[src/rtl/dram_idle_pkg.sv]
package dram_idle_pkg;
  typedef enum logic [1:0] {
    POL_OPEN   = 2'd0,
    POL_ADAPT  = 2'd1,
    POL_CLOSED = 2'd2
  } page_pol_e;

  localparam int NUM_CTR = 8;
  // counter slots; first three are byte counters
  localparam int C_RD_DRAM  = 0;
  localparam int C_RD_WRQ   = 1;
  localparam int C_WR       = 2;
  localparam int C_RD_HIT   = 3;
  localparam int C_WR_HIT   = 4;
  localparam int C_RD_REQ   = 5;
  localparam int C_WR_REQ   = 6;
  localparam int C_WRQ_SERV = 7;
endpackage

[src/rtl/dim_bank_track.sv]
module dim_bank_track
  import dram_idle_pkg::*;
#(
  parameter int N_BANKS = 8,
  localparam int BANK_W = (N_BANKS > 1) ? $clog2(N_BANKS) : 1,
  localparam int CNT_BW = $clog2(N_BANKS + 1)
) (
  input  logic              clk_i,
  input  logic              rst_ni,
  input  logic              clear_i,
  input  logic [1:0]        policy_i,
  input  logic              ref_i,
  input  logic              pre_i,
  input  logic [BANK_W-1:0] pre_bank_i,
  input  logic              act_i,
  input  logic [BANK_W-1:0] act_bank_i,
  output logic [CNT_BW-1:0] cnt_q_o,
  output logic [CNT_BW-1:0] cnt_mid_o,
  output logic              closed_by_pre_o,
  output logic [N_BANKS-1:0] mask_q_o,
  output logic              err_q_o
);
  logic [CNT_BW-1:0]  cnt_q, c1, c2, c3;
  logic [N_BANKS-1:0] mask_q, m1, m2, m3;
  logic               err_q, bad, open_pol;

  always_comb begin
    open_pol = (policy_i != POL_CLOSED);
    c1 = ref_i ? '0 : cnt_q;
    m1 = ref_i ? '0 : mask_q;
    bad = pre_i && (c1 == '0);
    c2 = (pre_i && c1 != '0) ? c1 - 1'b1 : c1;
    closed_by_pre_o = pre_i && (c1 == CNT_BW'(1));
    m2 = m1;
    if (pre_i) m2[pre_bank_i] = 1'b0;
    c3 = c2;
    m3 = m2;
    if (act_i && open_pol) begin
      if (c2 != CNT_BW'(N_BANKS)) c3 = c2 + 1'b1;
      m3[act_bank_i] = 1'b1;
    end
  end

  always_ff @(posedge clk_i or negedge rst_ni) begin
    if (!rst_ni) begin
      cnt_q  <= '0;
      mask_q <= '0;
      err_q  <= 1'b0;
    end else begin
      cnt_q  <= c3;
      mask_q <= m3;
      err_q  <= clear_i ? 1'b0 : (err_q | bad);
    end
  end

  assign cnt_q_o   = cnt_q;
  assign cnt_mid_o = c2;
  assign mask_q_o  = mask_q;
  assign err_q_o   = err_q;
endmodule

[src/rtl/dim_idle_acc.sv]
module dim_idle_acc
  import dram_idle_pkg::*;
#(
  parameter int TICK_W = 48,
  parameter int ACC_W  = 64,
  parameter int CNT_BW = 4,
  parameter int T_RP   = 14,
  parameter int T_RFC  = 260
) (
  input  logic              clk_i,
  input  logic              rst_ni,
  input  logic              clear_i,
  input  logic [1:0]        policy_i,
  input  logic [TICK_W-1:0] tick_i,
  input  logic              ref_i,
  input  logic [TICK_W-1:0] ref_max_free_i,
  input  logic              closed_by_pre_i,
  input  logic [TICK_W-1:0] pre_free_i,
  input  logic [TICK_W-1:0] pre_ras_done_i,
  input  logic              act_i,
  input  logic [CNT_BW-1:0] cnt_mid_i,
  input  logic              acc_i,
  input  logic [TICK_W-1:0] acc_ready_i,
  output logic [TICK_W-1:0] start_q_o,
  output logic [ACC_W-1:0]  idle_q_o
);
  logic [TICK_W-1:0] start_q, s1, s2, s3, rdy, rfree, gap;
  logic [ACC_W-1:0]  idle_q;
  logic              add_gap;

  always_comb begin
    rfree = (tick_i > ref_max_free_i) ? tick_i : ref_max_free_i;
    s1 = ref_i ? rfree + TICK_W'(T_RFC) : start_q;
    rdy = ((pre_free_i > pre_ras_done_i) ? pre_free_i : pre_ras_done_i) + TICK_W'(T_RP);
    s2 = (closed_by_pre_i && rdy > s1) ? rdy : s1;
    add_gap = act_i && (cnt_mid_i == '0) && (tick_i > s2);
    gap = tick_i - s2;
    s3 = (acc_i && policy_i == POL_CLOSED && acc_ready_i > s2) ? acc_ready_i : s2;
  end

  always_ff @(posedge clk_i or negedge rst_ni) begin
    if (!rst_ni) begin
      start_q <= '0;
      idle_q  <= '0;
    end else begin
      start_q <= s3;
      if (clear_i)      idle_q <= '0;
      else if (add_gap) idle_q <= idle_q + ACC_W'(gap);
    end
  end

  assign start_q_o = start_q;
  assign idle_q_o  = idle_q;
endmodule

[src/rtl/dim_stat_ctr.sv]
module dim_stat_ctr #(
  parameter int W    = 64,
  parameter int STEP = 1
) (
  input  logic         clk_i,
  input  logic         rst_ni,
  input  logic         clear_i,
  input  logic         inc_i,
  output logic [W-1:0] cnt_o
);
  always_ff @(posedge clk_i or negedge rst_ni) begin
    if (!rst_ni)      cnt_o <= '0;
    else if (clear_i) cnt_o <= '0;
    else if (inc_i)   cnt_o <= cnt_o + W'(STEP);
  end
endmodule

[src/rtl/dram_idle_monitor.sv]
module dram_idle_monitor
  import dram_idle_pkg::*;
#(
  parameter int N_BANKS     = 8,
  parameter int TICK_W      = 48,
  parameter int ACC_W       = 64,
  parameter int T_RP        = 14,
  parameter int T_RFC       = 260,
  parameter int BURST_BYTES = 64,
  localparam int BANK_W = (N_BANKS > 1) ? $clog2(N_BANKS) : 1,
  localparam int CNT_BW = $clog2(N_BANKS + 1)
) (
  input  logic               clk_i,
  input  logic               rst_ni,
  input  logic               clear_i,
  input  logic               snap_i,
  input  logic [1:0]         policy_i,
  input  logic [TICK_W-1:0]  tick_i,
  input  logic               act_i,
  input  logic [BANK_W-1:0]  act_bank_i,
  input  logic               pre_i,
  input  logic [BANK_W-1:0]  pre_bank_i,
  input  logic [TICK_W-1:0]  pre_free_i,
  input  logic [TICK_W-1:0]  pre_ras_done_i,
  input  logic               ref_i,
  input  logic [TICK_W-1:0]  ref_max_free_i,
  input  logic               acc_i,
  input  logic [TICK_W-1:0]  acc_ready_i,
  input  logic               rd_dram_i,
  input  logic               rd_wrq_i,
  input  logic               wr_i,
  input  logic               rd_hit_i,
  input  logic               wr_hit_i,
  input  logic               rd_req_i,
  input  logic               wr_req_i,
  input  logic               wrq_serv_i,
  output logic [CNT_BW-1:0]  active_cnt_o,
  output logic [N_BANKS-1:0] open_mask_o,
  output logic [TICK_W-1:0]  start_tick_o,
  output logic               err_o,
  output logic [ACC_W-1:0]   snap_idle_o,
  output logic [ACC_W-1:0]   snap_rd_dram_o,
  output logic [ACC_W-1:0]   snap_rd_wrq_o,
  output logic [ACC_W-1:0]   snap_rd_total_o,
  output logic [ACC_W-1:0]   snap_wr_o,
  output logic [ACC_W-1:0]   snap_hits_o,
  output logic [ACC_W-1:0]   snap_hit_base_o
);
  logic [CNT_BW-1:0]  cnt_mid;
  logic               closed_by_pre;
  logic [ACC_W-1:0]   idle_q;
  logic [NUM_CTR-1:0] ev;
  logic [ACC_W-1:0]   ctr [NUM_CTR];

  dim_bank_track #(.N_BANKS(N_BANKS)) u_bank (
    .clk_i, .rst_ni, .clear_i, .policy_i, .ref_i, .pre_i, .pre_bank_i,
    .act_i, .act_bank_i,
    .cnt_q_o(active_cnt_o), .cnt_mid_o(cnt_mid),
    .closed_by_pre_o(closed_by_pre), .mask_q_o(open_mask_o), .err_q_o(err_o)
  );

  dim_idle_acc #(
    .TICK_W(TICK_W), .ACC_W(ACC_W), .CNT_BW(CNT_BW), .T_RP(T_RP), .T_RFC(T_RFC)
  ) u_idle (
    .clk_i, .rst_ni, .clear_i, .policy_i, .tick_i, .ref_i, .ref_max_free_i,
    .closed_by_pre_i(closed_by_pre), .pre_free_i, .pre_ras_done_i,
    .act_i, .cnt_mid_i(cnt_mid), .acc_i, .acc_ready_i,
    .start_q_o(start_tick_o), .idle_q_o(idle_q)
  );

  assign ev = {wrq_serv_i, wr_req_i, rd_req_i, wr_hit_i, rd_hit_i, wr_i, rd_wrq_i, rd_dram_i};

  for (genvar i = 0; i < NUM_CTR; i++) begin : g_ctr
    localparam int STEP = (i <= C_WR) ? BURST_BYTES : 1;
    dim_stat_ctr #(.W(ACC_W), .STEP(STEP)) u_ctr (
      .clk_i, .rst_ni, .clear_i, .inc_i(ev[i]), .cnt_o(ctr[i])
    );
  end

  always_ff @(posedge clk_i or negedge rst_ni) begin
    if (!rst_ni) begin
      snap_idle_o     <= '0;
      snap_rd_dram_o  <= '0;
      snap_rd_wrq_o   <= '0;
      snap_rd_total_o <= '0;
      snap_wr_o       <= '0;
      snap_hits_o     <= '0;
      snap_hit_base_o <= '0;
    end else if (snap_i) begin
      snap_idle_o     <= idle_q;
      snap_rd_dram_o  <= ctr[C_RD_DRAM];
      snap_rd_wrq_o   <= ctr[C_RD_WRQ];
      snap_rd_total_o <= ctr[C_RD_DRAM] + ctr[C_RD_WRQ];
      snap_wr_o       <= ctr[C_WR];
      snap_hits_o     <= ctr[C_RD_HIT] + ctr[C_WR_HIT];
      snap_hit_base_o <= ctr[C_RD_REQ] + ctr[C_WR_REQ] - ctr[C_WRQ_SERV];
    end
  end
endmodule

[config.mk]
export PLATFORM = sky130hd
export DESIGN_NAME = dram_idle_monitor
export DESIGN_NICKNAME = d
export VERILOG_FILES = /design/src/rtl/dram_idle_pkg.sv /design/src/rtl/dim_bank_track.sv /design/src/rtl/dim_idle_acc.sv /design/src/rtl/dim_stat_ctr.sv /design/src/rtl/dram_idle_monitor.sv
export SDC_FILE = /design/constraint.sdc
export NUM_CORES = 2
export LEC_CHECK = 0
export ABC_AREA = 1
export BUFFER_PORTS_ARGS = -buffer_cell sky130_fd_sc_hd__buf_4
export CORE_ASPECT_RATIO = 1.2
export CORE_MARGIN = 5
export CORE_UTILIZATION = 45
export CTS_CLUSTER_DIAMETER = 30
export CTS_CLUSTER_SIZE = 28
export DETAILED_ROUTE_END_ITERATION = 10
export MAX_ROUTING_LAYER = met4
export PLACE_DENSITY = 0.63
export SLEW_MARGIN = 20
export SYNTH_ARGS = -nofsm -noshare
export SYNTH_HDL_FRONTEND = slang
export SYNTH_SLANG_ARGS = --single-unit
[constraint.sdc]
create_clock -name clk_i -period 8.27 [get_ports clk_i]
set_clock_uncertainty 0.15 [all_clocks]
set_input_delay 1.654 -clock clk_i [delete_from_list [all_inputs] [get_ports clk_i]]
set_output_delay 1.654 -clock clk_i [all_outputs]
set_load 0.01 [all_outputs]
# Word-level counts from Yosys, hierarchy flattened
# Cells that the tools add are included.
[op_classes]
eq_ne = 4
reduce_logical = 23
n_lt_le_gt_ge = 9
muxes = 35
n_bitwise = 4
n_addsub = 18
[ops]
columns = ["op", "n"]
rows = [
  ["64-bit 2-to-1 mux", 18],
  ["64-bit by 1-bit adder with 64-bit output (second input constant)", 5],
  ["48-bit greater-than comparator", 5],
  ["48-bit 2-to-1 mux", 5],
  ["64-bit adder", 3],
  ["64-bit by 7-bit adder with 64-bit output (second input constant)", 3],
  ["64-bit by 48-bit adder with 64-bit output", 1],
  ["64-bit subtractor", 1],
  ["48-bit by 4-bit adder with 48-bit output (second input constant)", 1],
  ["48-bit by 9-bit adder with 48-bit output (second input constant)", 1],
  ["48-bit subtractor", 1],
  ["8-bit 2-to-1 mux", 3],
  ["2-bit nonzero test", 9],
  ["4-bit 2-to-1 mux", 4],
  ["1-bit logical AND", 11],
  ["8-bit AND", 1],
  ["4-bit logical NOT", 2],
  ["3-bit by 4-bit less-than comparator with 1-bit output (second input constant)", 2],
  ["8-bit NOT", 1],
  ["8-bit OR", 1],
  ["1-bit demux with 3-bit select", 2],
  ["3-bit by 1-bit greater-or-equal comparator with 1-bit output (second input constant)", 2],
  ["4-bit by 1-bit adder with 4-bit output (second input constant)", 1],
  ["4-bit by 1-bit == test with 1-bit output (second input constant)", 1],
  ["other kinds (7)", 9],
]
[totals]
out_inout_bits = 509
in_bits = 264
word_cells = 113
register_bits = 1085

# Logic depth before layout (Yosys ltp)
[depth]
depth_word = 11
depth_mapped = 92
depth_no_buf = 90

# Modules after synthesis
# Synthesis repeated with hierarchy kept, for this count alone.
[hier_totals]
cells_unflattened = 14405
area_unflattened_um2 = 90768.3
[modules_own_cells]
columns = ["module", "area_per_inst_um2", "n_inst", "cells_per_inst", "seq_area_each_um2"]
rows = [
  ["dram_idle_monitor", 36120.9, 1, 5874, 11210.8],
  ["dim_idle_acc", 21592.0, 1, 3606, 2802.7],
  ["dim_stat_ctr (g_ctr[3].u_ctr ...)", 4205.3, 5, 633, 1601.5],
  ["dim_stat_ctr (g_ctr[0].u_ctr ...)", 3717.3, 3, 550, 1451.4],
  ["dim_bank_track", 877.1, 1, 110, 325.3],
]

# Worst setup path after synthesis
# No wires, ideal clock.
[synth_path]
path_type = "input to register"
start = "in pre_ras_done_i[31]"
end = "reg u_idle.idle_q[56], in the netlist u_idle.idle_q_o[56]"
setup_slack_ns = -3.950
required_ns = 8.003
setup_time_ns = 0.117
arrival_time_ns = 11.954
n_path_buf = 2
stages = 80
cell_sequence = "inv_1 ha_1 nand2_1 nor2_1 and2_4 nand3_4 nor2_1 nand2_1 nand3_4 buf_2 nand3_1 nand2_1 inv_1 ha_1 nand2_1 nand2_1 inv_2 nand3_1 (+44 left out) nand2_1 nand2_1 a21boi_0 o21ai_0 a21boi_0 o21bai_1 nand3_1 nand2_1 a31oi_1 o31ai_1 a21oi_1 o21bai_1 nand2_1 nor2_1 xor2_1 nor2_1 nand2_1 nand2_1"
[synth_between]
elab_chain_cells = 10
word_cells_on_any_way = 13
classes_between = "add/sub (3); order compare (3); mux (4); reduce/logical (3)"
[synth_lines]
columns = ["element", "line_no", "source"]
rows = [
  ["start, declared", "dram_idle_monitor.sv:24", "input logic [TICK_W-1:0] pre_ras_done_i,"],
  ["48-bit greater-than comparator", "dim_idle_acc.sv:34", "rdy = ((pre_free_i > pre_ras_done_i) ? pre_free_i : pre_ras_done_i) + TICK_W'(T_RP);"],
  ["48-bit 2-to-1 mux *", "dim_idle_acc.sv:34", ""],
  ["48-bit by 4-bit adder with 48-bit output *", "dim_idle_acc.sv:34", ""],
  ["48-bit greater-than comparator", "dim_idle_acc.sv:35", "s2 = (closed_by_pre_i && rdy > s1) ? rdy : s1;"],
  ["1-bit logical AND", "dim_idle_acc.sv:35", ""],
  ["48-bit 2-to-1 mux *", "dim_idle_acc.sv:35", ""],
  ["48-bit subtractor", "dim_idle_acc.sv:37", "gap = tick_i - s2;"],
  ["64-bit by 48-bit adder with 64-bit output", "dim_idle_acc.sv:48", "else if (add_gap) idle_q <= idle_q + ACC_W'(gap);"],
  ["64-bit 2-to-1 mux", "dim_idle_acc.sv:48", ""],
  ["64-bit 2-to-1 mux", "dim_idle_acc.sv:47", "if (clear_i) idle_q <= '0;"],
  ["end signal, assigned", "dim_idle_acc.sv:48", ""],
  ["end, declared", "dim_idle_acc.sv:28", "logic [ACC_W-1:0] idle_q;"],
]
# Mark *: on every way between the ends. The rest lies on a longest branch, timed or not. The select of a mux whose other input is x is not followed.
# A chain may end at the register's enable or synchronous reset.

# Worst setup path after layout
[layout_path]
start = "in pre_ras_done_i[39]"
end = "reg u_idle.idle_q[58], in the netlist u_idle.idle_q_o[58]"
# Same word-level chain as after synthesis.

==> impl_metrics.py <==
metrics = {
    "critical_path": {
        "critical_path_arrival_ps": 11920,
        "worst_path_most_repeated_cell": "sky130_fd_sc_hd__nand2_2",
        "crit_required_ps": 8870,
        "worst-path-max-fanout": 6,
        "critical_path_class": "input port to flop",
        "worst_setup_path_start_kind": "input port",
        "critical_path.max_stage_delay_ps": 380,
        "setup.worst_path.end_class": "flop",
        "critical_path.slowest_cell": "sky130_fd_sc_hd__a221o_1",
    },
    "logic_synthesis": {
        "count_of_flip_flops_with_a_built_in_enable_after_synthesis": 0,
        "yosysTopAreaCell": "sky130_fd_sc_hd__dfrtp_1",
        "postSynth.asyncResetShare_pct": 100,
        "instance_count_of_the_mapped_netlist": 10300,
        "yosysUniqueCellTypes": 73,
        "post_synth_main_area_contributors": "sky130_fd_sc_hd__dfrtp_1 (35%), sky130_fd_sc_hd__nand2_1 (13%), sky130_fd_sc_hd__ha_1 (7.9%)",
        "yosys_register_bits": 1043,
        "syn-cell-area_um2": 74100,
        "fraction_of_synthesized_cell_area_taken_by_the_top_area_cell_type_pct": 35.2,
        "synthesis.area_per_instance_um2": 7.18,
        "yosys_most_used_dff": "sky130_fd_sc_hd__dfrtp_1",
        "synth_seq_area_share_pct": 35.2,
        "yosys_warnings": 0,
    },
    "clocking": {
        "clk_pin_slew_worst_setup_hold_paths_ps": 60,
        "numClockSinks": 1043,
        "cts_buffers": 232,
        "worstSkewPairLatency_ps": 870,
        "cts_tree": "built",
        "ctsLongestPathBuffers": 3,
        "ctsRootBufferMaster": "sky130_fd_sc_hd__clkbuf_16",
        "htree_num_levels": 4,
        "post_cts_hold_buffer_count": 0,
    },
    "finish": {
        "layout_cells_sized_above_1_pct": 23.8,
        "finished_cell_area_um2": 103000,
        "layout.nets": 13100,
        "layout_filler_cell_count": 14900,
        "areaGrowthSynthToFinish_pct": 38.3,
    },
    "drt": {
        "vias_per_cell": 5.34,
        "avgRoutedWirePerCell_um": 20.2,
        "drt-initial-drc-count": 5996,
        "num_vias": 78400,
        "drt_pass1_iterations": 6,
        "detail-route-antenna-nets": 0,
        "finalWirelength_um": 296000,
        "drc": 0,
    },
    "placement": {
        "io_buffer_count": 748,
        "gp_routability_congestion": 1.00,
        "postPlaceCellArea_um2": 90500,
        "hpwlAfterDp_um": 235000,
    },
    "timing": {
        "report.final.slew_viol_count": 0,
        "setup_ws_post_layout_ps": -3050,
        "final_min_period_over_clock_period_pct": 137,
        "maximum_frequency_from_static_timing_analysis_mhz": 88.4,
        "tightest_slew_ps": 1060,
        "final.min_clock_period_ps": 11320,
        "rsz_0062_raised_after_global_routing": "true",
        "worst_slew_margin_rel_pct": 29.3,
        "report.final.setup_viol": 112,
        "final-hold-violation-count": 0,
    },
    "grt": {
        "grt_antenna_before_repair": 4,
        "grt_remaining_overflow": 0,
        "grt_pass1_wl_um": 450000,
        "globalRouteTotalUtil_pct": 34.3,
        "grt_start_max_net_pins": 191,
        "grt_pass1_vias": 77500,
    },
    "power_and_ir_drop": {
        "vdd_drop_max_mv": 0.181,
        "power_mw": 24.8,
        "power_density_nw_per_um2": 242,
        "p_leak_nw": 50.3,
    },
    "floorplan": {
        "fp.dieArea_um2": 173000,
        "core_area_um2": 164000,
        "die_width_um": 381,
        "io_pins": 773,
        "chipHeight_um": 455,
        "initial_core_util_pct": 45.2,
        "site_row_count": 163,
    },
    "job": {
        "max_cap_violations": 0,
    },
    "outcome": {
        "violations": "setup timing",
        "run_status": "finished, violations left",
    },
    "min_path": {
        "hold_path_class": "flop to flop",
    },
}
==> cell usage in the layout, fill, tap and decap left out, drive strengths merged, types with 33 or more instances in the layout <==
master  netlist  routed
nand2      2579    2581
buf          86    2021
inv        1422    1439
dfrtp      1043    1043
o21ai       891     891
nor2        881     881
a21oi       810     810
nand3       502     502
ha          470     470
nor3        362     362
clkbuf      181     293
xor2        164     164
xnor2       164     164
nand4       153     153
nor4        125     125
clkinv        7      75
o21a         73      73
a31oi        73      73
fa           66      66
a21boi       37      37
bufinv        0      36
or2          33      33
==> power by group <==
part / internal [mW] / total [mW] / switching, mW / leakage (nW)
registers: 5.49 / 5.91 / 0.423 / 14.2
clock network: 6.60 / 9.87 / 3.27 / 4.09
logic: 4.39 / 9.06 / 4.67 / 32.0
==> final timing paths <==
check / startpoint / endpoint / slack [ps] / cells past startpoint
setup / recovery: pre_ras_done_i[39] / u_idle.idle_q_o[58]$_DFFE_PN0P_ / -3050 / 73
setup reg to reg: u_idle.start_q_o[3]$_DFF_PN0_ / u_idle.idle_q_o[58]$_DFFE_PN0P_ / 350 / 50
max in group asynchronous: rst_ni / snap_hit_base_o[5]$_DFFE_PN0P_ / 5720 / 2
hold / removal: u_idle.idle_q_o[29]$_DFFE_PN0P_ / snap_idle_o[29]$_DFFE_PN0P_ / 300 / 2
min in group asynchronous: rst_ni / snap_hits_o[57]$_DFFE_PN0P_ / 600 / 1
hold reg to reg: u_idle.idle_q_o[29]$_DFFE_PN0P_ / snap_idle_o[29]$_DFFE_PN0P_ / 300 / 2
==> synthesized netlist by cell type (16+ instances only) <==
cell and n:
sky130_fd_sc_hd__o21bai_1 18, sky130_fd_sc_hd__o21a_1 73, sky130_fd_sc_hd__a21oi_1 808, sky130_fd_sc_hd__inv_2 26
sky130_fd_sc_hd__nand2_1 2540, sky130_fd_sc_hd__fa_1 66, sky130_fd_sc_hd__nand3_2 67, sky130_fd_sc_hd__dfrtp_1 1043
sky130_fd_sc_hd__nor4_1 124, sky130_fd_sc_hd__nand2_2 32, sky130_fd_sc_hd__nor2_1 864, sky130_fd_sc_hd__a211oi_1 27
sky130_fd_sc_hd__buf_4 34, sky130_fd_sc_hd__buf_2 27, sky130_fd_sc_hd__a31oi_1 73, sky130_fd_sc_hd__a21boi_0 27
sky130_fd_sc_hd__clkbuf_1 181, sky130_fd_sc_hd__nor3_1 359, sky130_fd_sc_hd__ha_1 470, sky130_fd_sc_hd__xor2_1 164
sky130_fd_sc_hd__inv_1 1396, sky130_fd_sc_hd__nand4_1 152, sky130_fd_sc_hd__xnor2_1 164, sky130_fd_sc_hd__o211ai_1 18
sky130_fd_sc_hd__a21o_1 16, sky130_fd_sc_hd__o21ai_1 40, sky130_fd_sc_hd__o21ai_0 844, sky130_fd_sc_hd__nand3_1 431
sky130_fd_sc_hd__or2_2 32
==> cells by family after synthesis <==
family | after synthesis | share of synthesized area, %
AO/OA/AOI/OAI | 2013 | 14.6
XOR/XNOR | 328 | 3.87
adder cells (fa/ha/maj) | 536 | 9.71
buffers and inverters | 1696 | 9.04
flip-flops | 1043 | 35.2
multiplexers | 14 | 0.189
other | 1 | 0.00506
AND/OR/NAND/NOR | 4688 | 27.3
==> critical path, delay by kind of cell <==
family          cells  cell delay, ps
simple gates       35            3870
compound gates     17            3010
fa+ha+maj           6            1410
buf+inv            12            1380
xor+xnor            3             540
==> state kept, by name, indices dropped and copies added, names as in the netlist, 48 cells and up <==
register,flops
snap_rd_dram_o,58
u_idle.idle_q_o,64
snap_hit_base_o,64
snap_wr_o,58
g_ctr.u_ctr.cnt_o,494
snap_hits_o,64
snap_rd_wrq_o,58
snap_idle_o,64
u_idle.start_q_o,48
snap_rd_total_o,58
==> layer usage <==
layer	GRT usage (%)	part of all wire [%]	vias to the layer above
li1	-	-	38100
met1	42.5	42	37100
met2	56.0	47	2675
met3	5.39	6.5	528
met4	14.5	4.9	0
met5	-	0	-
==> metrics by stage <==
stage / util (%) / TNS (ps) / setup WS [ps] / hold WS [ps] / cells
floorplan: - / -122810 / -3020 / 283 / 10300
CTS: 61.9 / -175580 / -2700 / 302 / 14700
finish: 62.5 / -224080 / -3050 / 301 / 14700
global route: 62.5 / -259130 / -3570 / 331 / 14700
global placement: 55.1 / -348930 / -4510 / 300 / 14100
detailed placement: 55.1 / -360690 / -4700 / 306 / 14100
==> what timing repair did <==
| action | 4_1_cts | 5_1_grt |
|---|---|---|
| gates resized for setup | 323 | 115 |
| cloned | 14 | 3 |
| buffers inserted | 113 | 38 |
| pin swaps | 191 | 88 |
| endpoints found under the setup margin | 112 | 112 |
==> final cells by class <==
class | count | area (µm²) | share of cell area (%)
multi-input combinational | 7605 | 43600 | 42.5
sequential | 1043 | 26100 | 25.5
timing repair buffer | 2028 | 16200 | 15.8
clock buffer | 291 | 6350 | 6.19
inverter | 1429 | 5440 | 5.30
tap | 2145 | 2680 | 2.62
clock inverter | 150 | 2210 | 2.15
antenna | 4 | 10.0 | 0.00976
No activity file was read; power rests on OpenSTA's default activity.
